$ cat src/rtl/enc130_pkg.sv
`timescale 1ns/1ps
package enc130_pkg;

    localparam int PAYLOAD_W = 128;
    localparam int HDR_W     = 2;
    localparam int BLOCK_W   = PAYLOAD_W + HDR_W;
    localparam int LFSR_W    = 23;

    // feedback mask: bits 22,20,15,7,4,1 of the shift state
    localparam logic [LFSR_W-1:0] LFSR_TAPS = 23'h508092;
    localparam logic [LFSR_W-1:0] LFSR_SEED = '1;

    // header codes as stored in out_block[1:0]; bit 0 leaves first
    localparam logic [HDR_W-1:0] HDR_DATA = 2'b01;
    localparam logic [HDR_W-1:0] HDR_CTRL = 2'b10;

    typedef enum logic {
        ST_EMPTY = 1'b0,
        ST_FULL  = 1'b1
    } oreg_state_t;

endpackage

$ cat src/rtl/enc130_keystream.sv
`timescale 1ns/1ps
module enc130_keystream #(
    parameter int                STEPS  = 128,
    parameter int                LFSR_W = 23,
    parameter logic [LFSR_W-1:0] TAPS   = 23'h508092
) (
    input  logic [LFSR_W-1:0] state_i,
    output logic [STEPS-1:0]  ks_o,
    output logic [LFSR_W-1:0] state_o
);

    // one shift stage per keystream bit, chained combinationally
    for (genvar i = 0; i < STEPS; i++) begin : g_step
        logic [LFSR_W-1:0] cur;
        logic [LFSR_W-1:0] nxt;
        if (i == 0) begin : g_first
            assign cur = state_i;
        end else begin : g_rest
            assign cur = g_step[i-1].nxt;
        end
        assign nxt     = {cur[LFSR_W-2:0], ^(cur & TAPS)};
        assign ks_o[i] = cur[LFSR_W-1];
    end

    assign state_o = g_step[STEPS-1].nxt;

endmodule

$ cat src/rtl/enc130_hdr.sv
`timescale 1ns/1ps
module enc130_hdr
    import enc130_pkg::*;
(
    input  logic             is_ctrl,
    output logic [HDR_W-1:0] hdr_o
);

    always_comb begin
        hdr_o = is_ctrl ? HDR_CTRL : HDR_DATA;
    end

endmodule

$ cat src/rtl/enc130_outreg.sv
`timescale 1ns/1ps
module enc130_outreg
    import enc130_pkg::*;
#(
    parameter int WIDTH = 130
) (
    input  logic             clk,
    input  logic             rst,
    input  logic             load_i,
    input  logic [WIDTH-1:0] blk_i,
    input  logic             out_ready,
    output logic             slot_free_o,
    output logic             out_valid,
    output logic [WIDTH-1:0] out_block
);

    oreg_state_t state_q;
    oreg_state_t state_d;
    logic [WIDTH-1:0] blk_q;

    // state register
    always_ff @(posedge clk) begin
        if (rst) begin
            state_q <= ST_EMPTY;
        end else begin
            state_q <= state_d;
        end
    end

    // data register, loaded only on accept
    always_ff @(posedge clk) begin
        if (load_i) begin
            blk_q <= blk_i;
        end
    end

    // next state
    always_comb begin
        state_d = state_q;
        unique case (state_q)
            ST_EMPTY: if (load_i)                state_d = ST_FULL;
            ST_FULL:  if (out_ready && !load_i)  state_d = ST_EMPTY;
        endcase
    end

    // outputs
    always_comb begin
        out_valid   = (state_q == ST_FULL);
        slot_free_o = (state_q == ST_EMPTY) || out_ready;
        out_block   = blk_q;
    end

    AST_STALL_HOLD: assert property (@(posedge clk) disable iff (rst)
        (out_valid && !out_ready) |=> (out_valid && $stable(out_block)));
    AST_LOAD_SHOWS: assert property (@(posedge clk) disable iff (rst)
        load_i |=> (out_valid && out_block == $past(blk_i)));
    AST_DRAIN_EMPTY: assert property (@(posedge clk) disable iff (rst)
        (out_valid && out_ready && !load_i) |=> !out_valid);

endmodule

$ cat src/rtl/enc130_block_encoder.sv
`timescale 1ns/1ps
module enc130_block_encoder
    import enc130_pkg::*;
(
    input  logic                 clk,
    input  logic                 rst,
    input  logic                 seed_load,
    input  logic                 in_valid,
    output logic                 in_ready,
    input  logic                 in_ctrl,
    input  logic [PAYLOAD_W-1:0] in_payload,
    output logic                 out_valid,
    input  logic                 out_ready,
    output logic [BLOCK_W-1:0]   out_block
);

    logic [LFSR_W-1:0]    lfsr_q;
    logic [LFSR_W-1:0]    lfsr_base;
    logic [LFSR_W-1:0]    lfsr_adv;
    logic [LFSR_W-1:0]    lfsr_d;
    logic [PAYLOAD_W-1:0] keystream;
    logic [HDR_W-1:0]     hdr;
    logic [BLOCK_W-1:0]   blk_new;
    logic                 accept;

    assign accept = in_valid && in_ready;

    // a reload in the same cycle wins over the stored state
    always_comb begin
        lfsr_base = seed_load ? LFSR_SEED : lfsr_q;
        lfsr_d    = accept ? lfsr_adv : lfsr_base;
    end

    always_ff @(posedge clk) begin
        if (rst) begin
            lfsr_q <= LFSR_SEED;
        end else begin
            lfsr_q <= lfsr_d;
        end
    end

    enc130_keystream #(
        .STEPS  (PAYLOAD_W),
        .LFSR_W (LFSR_W),
        .TAPS   (LFSR_TAPS)
    ) i_keystream (
        .state_i (lfsr_base),
        .ks_o    (keystream),
        .state_o (lfsr_adv)
    );

    enc130_hdr i_hdr (
        .is_ctrl (in_ctrl),
        .hdr_o   (hdr)
    );

    assign blk_new = {in_payload ^ keystream, hdr};

    enc130_outreg #(
        .WIDTH (BLOCK_W)
    ) i_outreg (
        .clk         (clk),
        .rst         (rst),
        .load_i      (accept),
        .blk_i       (blk_new),
        .out_ready   (out_ready),
        .slot_free_o (in_ready),
        .out_valid   (out_valid),
        .out_block   (out_block)
    );

    AST_HDR_ONE_BIT: assert property (@(posedge clk) disable iff (rst)
        out_valid |-> ($countones(out_block[1:0]) == 1));
    AST_HDR_FOLLOWS_FLAG: assert property (@(posedge clk) disable iff (rst)
        accept |=> (out_block[1] == $past(in_ctrl)));
    AST_LFSR_NONZERO: assert property (@(posedge clk) disable iff (rst)
        lfsr_q != '0);
    AST_LFSR_IDLE: assert property (@(posedge clk) disable iff (rst)
        (!accept && !seed_load) |=> $stable(lfsr_q));
    AST_SEED_RELOAD: assert property (@(posedge clk) disable iff (rst)
        (seed_load && !accept) |=> (lfsr_q == LFSR_SEED));

endmodule

$ cat config.mk
export PLATFORM = sky130hd
export DESIGN_NAME = enc130_block_encoder
export DESIGN_NICKNAME = d
export VERILOG_FILES = /design/src/rtl/enc130_pkg.sv /design/src/rtl/enc130_keystream.sv /design/src/rtl/enc130_hdr.sv /design/src/rtl/enc130_outreg.sv /design/src/rtl/enc130_block_encoder.sv
export SDC_FILE = /design/constraint.sdc
export NUM_CORES = 1
export LEC_CHECK = 0
export BUFFER_PORTS_ARGS = -buffer_cell sky130_fd_sc_hd__buf_2
export CAP_MARGIN = 10
export CORE_ASPECT_RATIO = 0.7
export CORE_MARGIN = 2
export CORE_UTILIZATION = 60
export CTS_CLUSTER_DIAMETER = 120
export CTS_CLUSTER_SIZE = 14
export DETAILED_ROUTE_END_ITERATION = 16
export GPL_ROUTABILITY_DRIVEN = 0
export MAX_ROUTING_LAYER = met4
export PLACE_DENSITY = 0.83
export SETUP_SLACK_MARGIN = 0.02
export SYNTH_ARGS = -nofsm -noshare
export SYNTH_HDL_FRONTEND = slang
export SYNTH_SLANG_ARGS = --single-unit
$ cat constraint.sdc
create_clock -name clk -period 27.9 [get_ports clk]
set_input_delay 1.395 -clock clk [delete_from_list [all_inputs] [get_ports clk]]
set_output_delay 1.395 -clock clk [all_outputs]
set_load 0.02 [all_outputs]
## Word-level counts from Yosys, hierarchy flattened

Index checks and enable logic that the tools add are counted.

| storage, ports and cells | value |
|---|---|
| input bits | 134 |
| bits in latches | 0 |
| RAM bits | 0 |
| ROM bits | 0 |
| output and inout bits | 132 |
| register bits | 154 |
| memories kept | 0 |
| word-level logic and storage cells | 143 |

| operators by class | value |
|---|---|
| reductions and logical operators | 132 |
| $add $sub $neg | 0 |
| equality and inequality tests | 0 |
| divide/modulo/power cells | 0 |
| muxes and demuxes | 6 |
| $mul | 0 |
| shift operators | 0 |
| order comparisons | 0 |
| bitwise operators | 2 |

Operators by type and width:

| operator | number |
|---|---|
| XOR reduction 23 bit | 128 |
| XOR 128 bit | 1 |
| two-way mux 23 bit | 2 |
| logical AND 1 bit | 2 |
| two-way mux 1 bit | 2 |
| two-way mux 2 bit | 1 |
| one-hot mux 1 bit (2 select lines) | 1 |
| logical NOT 1 bit | 1 |
| logical OR 1 bit | 1 |
| inverter 1 bit | 1 |

## Logic depth before layout (Yosys ltp)

Gate-level depths: netlist of run 1.

| depth | value |
|---|---|
| word-level depth | 66 |
| depth in mapped cells | 32 |

## Modules after synthesis

Synthesis of run 1 repeated with hierarchy kept, for this count alone.

| unflattened totals | value |
|---|---|
| cell total of the unflattened synthesis | 1,268 |
| area, all modules | 18,122.4 um^2 |

Modules (own cells, without submodules):

| module | seq. area each (um^2) | cells each | times used | area each (um^2) |
|---|---|---|---|---|
| enc130_keystream | 0.0 | 871 | 1 | 11,776.3 |
| enc130_outreg | 3,923.8 | 134 | 1 | 3,950.0 |
| enc130_block_encoder | 460.4 | 261 | 1 | 2,384.8 |
| enc130_hdr | 0.0 | 2 | 1 | 11.3 |

## Least setup slack after synthesis of run 1

OpenSTA, ideal clock, no wires.

| path | value |
|---|---|
| kind | input port to flip-flop |
| start | input seed_load |
| end | register lfsr_q[0] |
| required time | 27,777 ps |
| arrival | 11,943 ps |
| library setup time | 123 ps |
| path slack | 15,833 ps |
| buffers on the path | 5 |
| stages on the path | 29 |
| path through | clkbuf_1 > buf_1 > clkbuf_1 > buf_1 > nor2_1 > xnor3_1 > xor2_1 > xor2_4 > xnor3_2 > xnor2_4 > xnor3_2 > xnor3_1 > xnor3_2 > xor3_1 > buf_4 > xor2_4 > xnor3_1 > xor3_1 > xnor3_2 > xnor2_4 > xnor3_1 > xnor3_1 > xnor3_1 > xnor3_1 > xnor3_1 > xnor2_1 > xnor3_1 > a21oi_1 > or2_1 |

| between the ends | value |
|---|---|
| longest elaborated chain between the ends | 66 |
| elaborated cells on any way between the ends | 128 |
| classes of those cells | mux (2); reduce/logical (126) |

RTL lines:

| what | RTL line | text |
|---|---|---|
| from (decl) | enc130_block_encoder.sv:7 | `input logic seed_load,` |
| two-way mux 23 bit * | enc130_block_encoder.sv:30 | `lfsr_base = seed_load ? LFSR_SEED : lfsr_q;` |
| XOR reduction 23 bit (64 in series) | enc130_keystream.sv:21 | `assign nxt = {cur[LFSR_W-2:0], ^(cur & TAPS)};` |
| two-way mux 23 bit * | enc130_block_encoder.sv:31 | `lfsr_d = accept ? lfsr_adv : lfsr_base;` |
| to (signal assigned) | enc130_block_encoder.sv:38 | `lfsr_q <= lfsr_d;` |
| to (decl) | enc130_block_encoder.sv:17 | `logic [LFSR_W-1:0] lfsr_q;` |

Mark *: on every way between the ends. The rest lies on a longest branch, timed or not.
A chain may end at the register's enable or synchronous reset.

## Worst setup path in the final report of run 1

| path | value |
|---|---|
| start | register lfsr_q[2] |
| end | register lfsr_q[0] |

| between the ends | value |
|---|---|
| longest elaborated chain between the ends | 64 |
| elaborated cells on any way between the ends | 125 |
| classes of those cells | mux (2); reduce/logical (123) |

RTL lines:

| what | RTL line |
|---|---|
| two-way mux 23 bit * | enc130_block_encoder.sv:30 |
| XOR reduction 23 bit (61 in series) | enc130_keystream.sv:21 |
| XOR reduction 23 bit * | enc130_keystream.sv:21 |
| two-way mux 23 bit * | enc130_block_encoder.sv:31 |

Marked as above.

==> metrics.cfg, run 1 <==
[run_status]
status=finished clean

[placed_design]
port_buffers=265
detailedPlace.worstSlack_ns=13.83
dp_hpwl_um=34500
dp.cells=1890

[critical_path]
reg2reg_slack_ns=14.13
crit_fanout=10
cpPeakStageDelay_ns=0.82
crit_top_cell=xnor3_1
crit_type=reg2reg
crit_path_end_kind=flip-flop
cp-startpoint=lfsr_q[2]
slowest_stage=nor2b_1
required_ns=28.30
crit_arrival_ns=14.17
reg2reg_from=lfsr_q[2]
cp-start-kind=flip-flop

[grt]
gr-max-usage-layer=met1
grt_pass1_vias=10600
grtUsageMet1=0.431
overflow=0
antenna_found_initial=1
grtUsageTotal=0.295
grt.met2_usage=0.410
grt_pass1_wl_um=65200
grt_max_degree=82
grtUsageMet3=0.0688

[die]
die_w_um=211
die_y_um=149
coreArea_um2=29800
num_rows=53
die_area_um2=31500
initial_core_util=0.606
io-pin-count=266

[layout]
area_delta_synth_final_pct=12.6
drive_above_1_share=0.264
mostFrequentLayoutCells=xnor2_1 (448), buf_2 (265), xnor3_1 (221)
layout_commonest_cell=xnor2_1
stdcell_count=1923
fin_nets=1658

[logic_synthesis]
ys_seq_area_frac=0.243
synthAdderAreaFrac=0
synth_simple_gate_area_frac=0.0316
synth_area_leaders=xnor3_1 (28%), xnor2_1 (22%), edfxtp_1 (22%)
ys_ff_latch=154
muxShareOfSynthArea=0.00423
synth_top_area_frac=0.276
synth_area_um2=18000
synth_nets=1408
syn_avg_cell_area_um2=14.2
synth-compound-area-share=0.00680
synth_cell_types=34
yosysWarnings=0
netlist_instances=1274
synth_xor_xnor_area_share=0.702
synth.largest_area_cell=xnor3_1
synth_top_family_by_area=XOR/XNOR gates

[route]
wirelength_um=43500
vias_per_cell=5.46
drcViolationCount=0
drtIter0Drc=959
drt_pass1_iterations=5
routedWlPerCell_um=22.6
ant_nets=0
vias=10500

[clock_network]
cts_tree=done
cts_buffers=17
cts-root-buf=clkbuf_16
clkTransAtPathRegs_ns=0.07
cts_max_path_buffers=2
hold_buffers=0
post-cts-setup-buffer-count=0
clk_latency_ns=0.47
h-tree-depth=4
numClockSinks=154
ctsResizeCount=0

[sta]
whs_ns=0.539
final.setup.tns_ns=0
drv_slew=0
setup_ws_ns=14.13
layout_min_cycle_time_ns=13.77
setup_viol=0
worst_pin_slew_ns=1.12
period_share=0.493
fin_worst_skew_ns=0.0137
rsz0062_at_grt=no
slew_headroom=0.245
final_hold_viol_count=0
max_freq_mhz=72.6

[worst_hold_path]
worstHoldStart=i_outreg.out_valid
hold_path_class=reg2reg

[run]
maxCapViolCount=0

==> final cells by class <==
| class | count | area (um^2) |
|---|---|---|
| clock buffer | 17 | 425 |
| multi-input combinational | 1077 | 13400 |
| antenna | 1 | 2.50 |
| sequential | 154 | 4380 |
| fill | 2105 | 9470 |
| timing repair buffer | 270 | 1360 |
| clock inverter | 15 | 183 |
| tap | 385 | 482 |
| inverter | 4 | 20.0 |
==> per-stage QoR <==
step | util | instance area (um^2)
2_1_floorplan | - | 18000
3_3_place_gp | 0.661 | 19700
3_5_place_dp | 0.661 | 19700
4_1_cts | 0.682 | 20300
5_1_grt | 0.682 | 20300
6_report | 0.682 | 20300
==> sequential cells by signal, summed over array words and instances, names as in the netlist <==
| register | flops |
|---|---|
| i_outreg.out_valid | 1 |
| lfsr_q | 23 |
| i_outreg.out_block | 130 |
==> worst max-delay path: cells and delay by family (launching register included) <==
family          cells  cell delay, ns
simple gates        2            0.94
compound gates      1            0.14
xor+xnor           25           11.98
flops               1            0.62
==> cell usage after synthesis <==
cell      instances
a21oi_1          23
nor3_1            9
xnor3_4           1
mux2i_1           2
dfxtp_1          24
nor2b_1          13
buf_4            10
xor3_2            5
or2_2            19
edfxtp_1        130
xnor3_1         221
nor2_8            1
nor2_2            1
o21bai_1          1
xnor2_4           5
xnor2_1         449
or2_1             3
clkinv_1          1
xor2_4            3
buf_6             1
xor2_1          140
xnor2_2          31
inv_1             3
clkbuf_1         14
mux2_2            3
buf_2             9
buf_1             5
xor3_1           41
xor2_2           14
xnor3_2          19
nand2_1           1
nor2_1           67
nand2b_1          4
mux2i_4           1
==> path summary, 6_finish.rpt <==
path,endpoint,depth (start not counted)
worst min-delay path,i_outreg.out_valid,2
worst max register to register,lfsr_q[0],28
worst min register to register,i_outreg.out_valid,2
worst max-delay path,lfsr_q[0],28
==> layer usage <==
layer | share of wire | vias up
li1 | - | 4781
met1 | 0.46 | 5154
met2 | 0.43 | 505
met3 | 0.092 | 52
met4 | 0.021 | 0
met5 | 0 | -
==> logic make-up after synthesis <==
kind of cell / Yosys count
flip-flops: 154
buffers and inverters: 43
AND/OR/NAND/NOR: 118
AO/OA/AOI/OAI: 24
XOR/XNOR: 929
multiplexers: 6
Power of run 1 is left out: the tool's default activity adds up to more than one toggle a clock period on the data nets, which glitch-free logic cannot reach.
==> run 2, diff against run 1 <==
Clock period 27.9 ns to 12.7 ns, I/O delays scaled along.
==> run 2 against run 1 <==
  * Sequential cell count unchanged
  * Clock-buffer cell count did not move
  * Global-route usage increased by 1.1 points
  * Die area did not move
  * Highest routed layer unchanged
==> metrics.cfg, run 2 (synthesized netlist as in run 1, its figures left out) <==
[run_status]
status=finished clean

[layout]
drive_above_1_share=0.308
design_area_um2=20900
largest_reg_flops=130
fillerInstances=2066
area_delta_synth_final_pct=15.9
mostFrequentLayoutCells=xnor2_1 (440), buf_2 (265), xnor3_1 (213)
fin_nets=1723
layout_commonest_cell=xnor2_1

[critical_path]
crit_path_end_kind=flip-flop
slowest_stage=xor3_2
crit_type=reg2reg
crit_arrival_ns=12.75
crit_top_cell=xnor3_1
required_ns=13.11
crit_fanout=8
cpPeakStageDelay_ns=0.69
cp-start-kind=flip-flop

[sta]
slew_headroom=0.215
layout_min_cycle_time_ns=12.35
worst_pin_slew_ns=1.18
setup_viol=0
period_share=0.972
fin_worst_skew_ns=0.0178
rsz0062_at_grt=no
max_freq_mhz=81.0
final.setup.tns_ns=0
drv_slew=0
final_hold_viol_count=0

[route]
vias=10900
ant_nets=0
vias_per_cell=5.47
drt_pass1_iterations=5
drtIter0Drc=967
routedWlPerCell_um=22.9
wirelength_um=45600
drcViolationCount=0

[placed_design]
dp_hpwl_um=37000
dpl-instance-area_um2=20200
port_buffers=265

[die]
coreArea_um2=29800
die_w_um=211
num_rows=53
die_area_um2=31500
initial_core_util=0.606
io-pin-count=266
die_y_um=149

[clock_network]
cts_tree=done
clk_latency_ns=0.47
clkTransAtPathRegs_ns=0.07
cts-root-buf=clkbuf_16
cts_buffers=17
post-cts-setup-buffer-count=0
numClockSinks=154
h-tree-depth=4
cts_max_path_buffers=2

[grt]
antenna_found_initial=1
grt_max_degree=80
grt_pass1_vias=11100
grt_pass1_wl_um=67600
grtUsageTotal=0.306
overflow=0

[run]
maxCapViolCount=0

[worst_hold_path]
hold_path_class=in2reg

==> run 2: cell types whose count changed in the layout (fill, tap and decap cells not counted), moves of 2 or more <==
cell	change
buf_4	+65
clkinv_8	+4
xnor2_1	-8
xnor2_2	+6
xnor2_4	+2
xnor3_1	-8
xnor3_2	+8
xor3_1	-3
xor3_2	+3
==> run 2: critical path, delay by kind of cell (launching register included) <==
kind            cells  cell delay [ns]
xor+xnor           25            11.07
flops               1             0.48
mux                 1             0.45
compound gates      1             0.15
simple gates        1             0.11
==> run 2: final timing paths <==
| kind | start | to | slack, ns | cells past startpoint |
|---|---|---|---|---|
| min | in_ctrl | i_outreg.out_block[1] | 0.38 | 1 |
| max reg2reg | lfsr_q[6] | lfsr_q[0] | 0.35 | 28 |
| max | lfsr_q[6] | lfsr_q[0] | 0.35 | 28 |
| min reg2reg | i_outreg.out_valid | i_outreg.out_valid | 0.57 | 2 |
==> run 2: metrics by stage <==
stage	setup WS, ns	std cells	hold WS, ns	utilization
CTS	0.0285	1987	0.361	0.699
global route	0.0203	1988	0.360	0.702
finish	0.354	1988	0.376	0.702
detailed placement	0.0386	1955	0.555	0.678
global placement	0.399	1955	0.499	0.678
floorplan	1.26	1274	0.576	-
==> run 2: timing repair <==
item / CTS / global route
endpoints found under the setup margin: 0 / 6
hold buffers: 0 / 0
endpoints found under the hold margin: 0 / 0
gates resized for setup: 0 / 24
==> run 2: area by class of cell <==
cell class	count	area, um^2	area share
multi-input cells	1077	13500	0.648
flip-flops and latches	154	4390	0.210
diodes	1	2.50	0.000120
clock buffers	17	425	0.0203
repair buffers	335	1850	0.0885
inverters	4	20.0	0.000957
clock inverters	15	196	0.00939
well taps	385	482	0.0230
==> run 2: metal layers <==
layer | up-vias | part of all wire | wire length, um | GRT usage
met2 | 529 | 0.44 | 19900 | 0.439
met1 | 5378 | 0.45 | 20300 | 0.433
met5 | - | 0 | 0 | -
met4 | 0 | 0.019 | 877 | 0.0775
met3 | 55 | 0.098 | 4480 | 0.0848
li1 | 4905 | - | - | -
Power of run 2 is left out for the same reason.
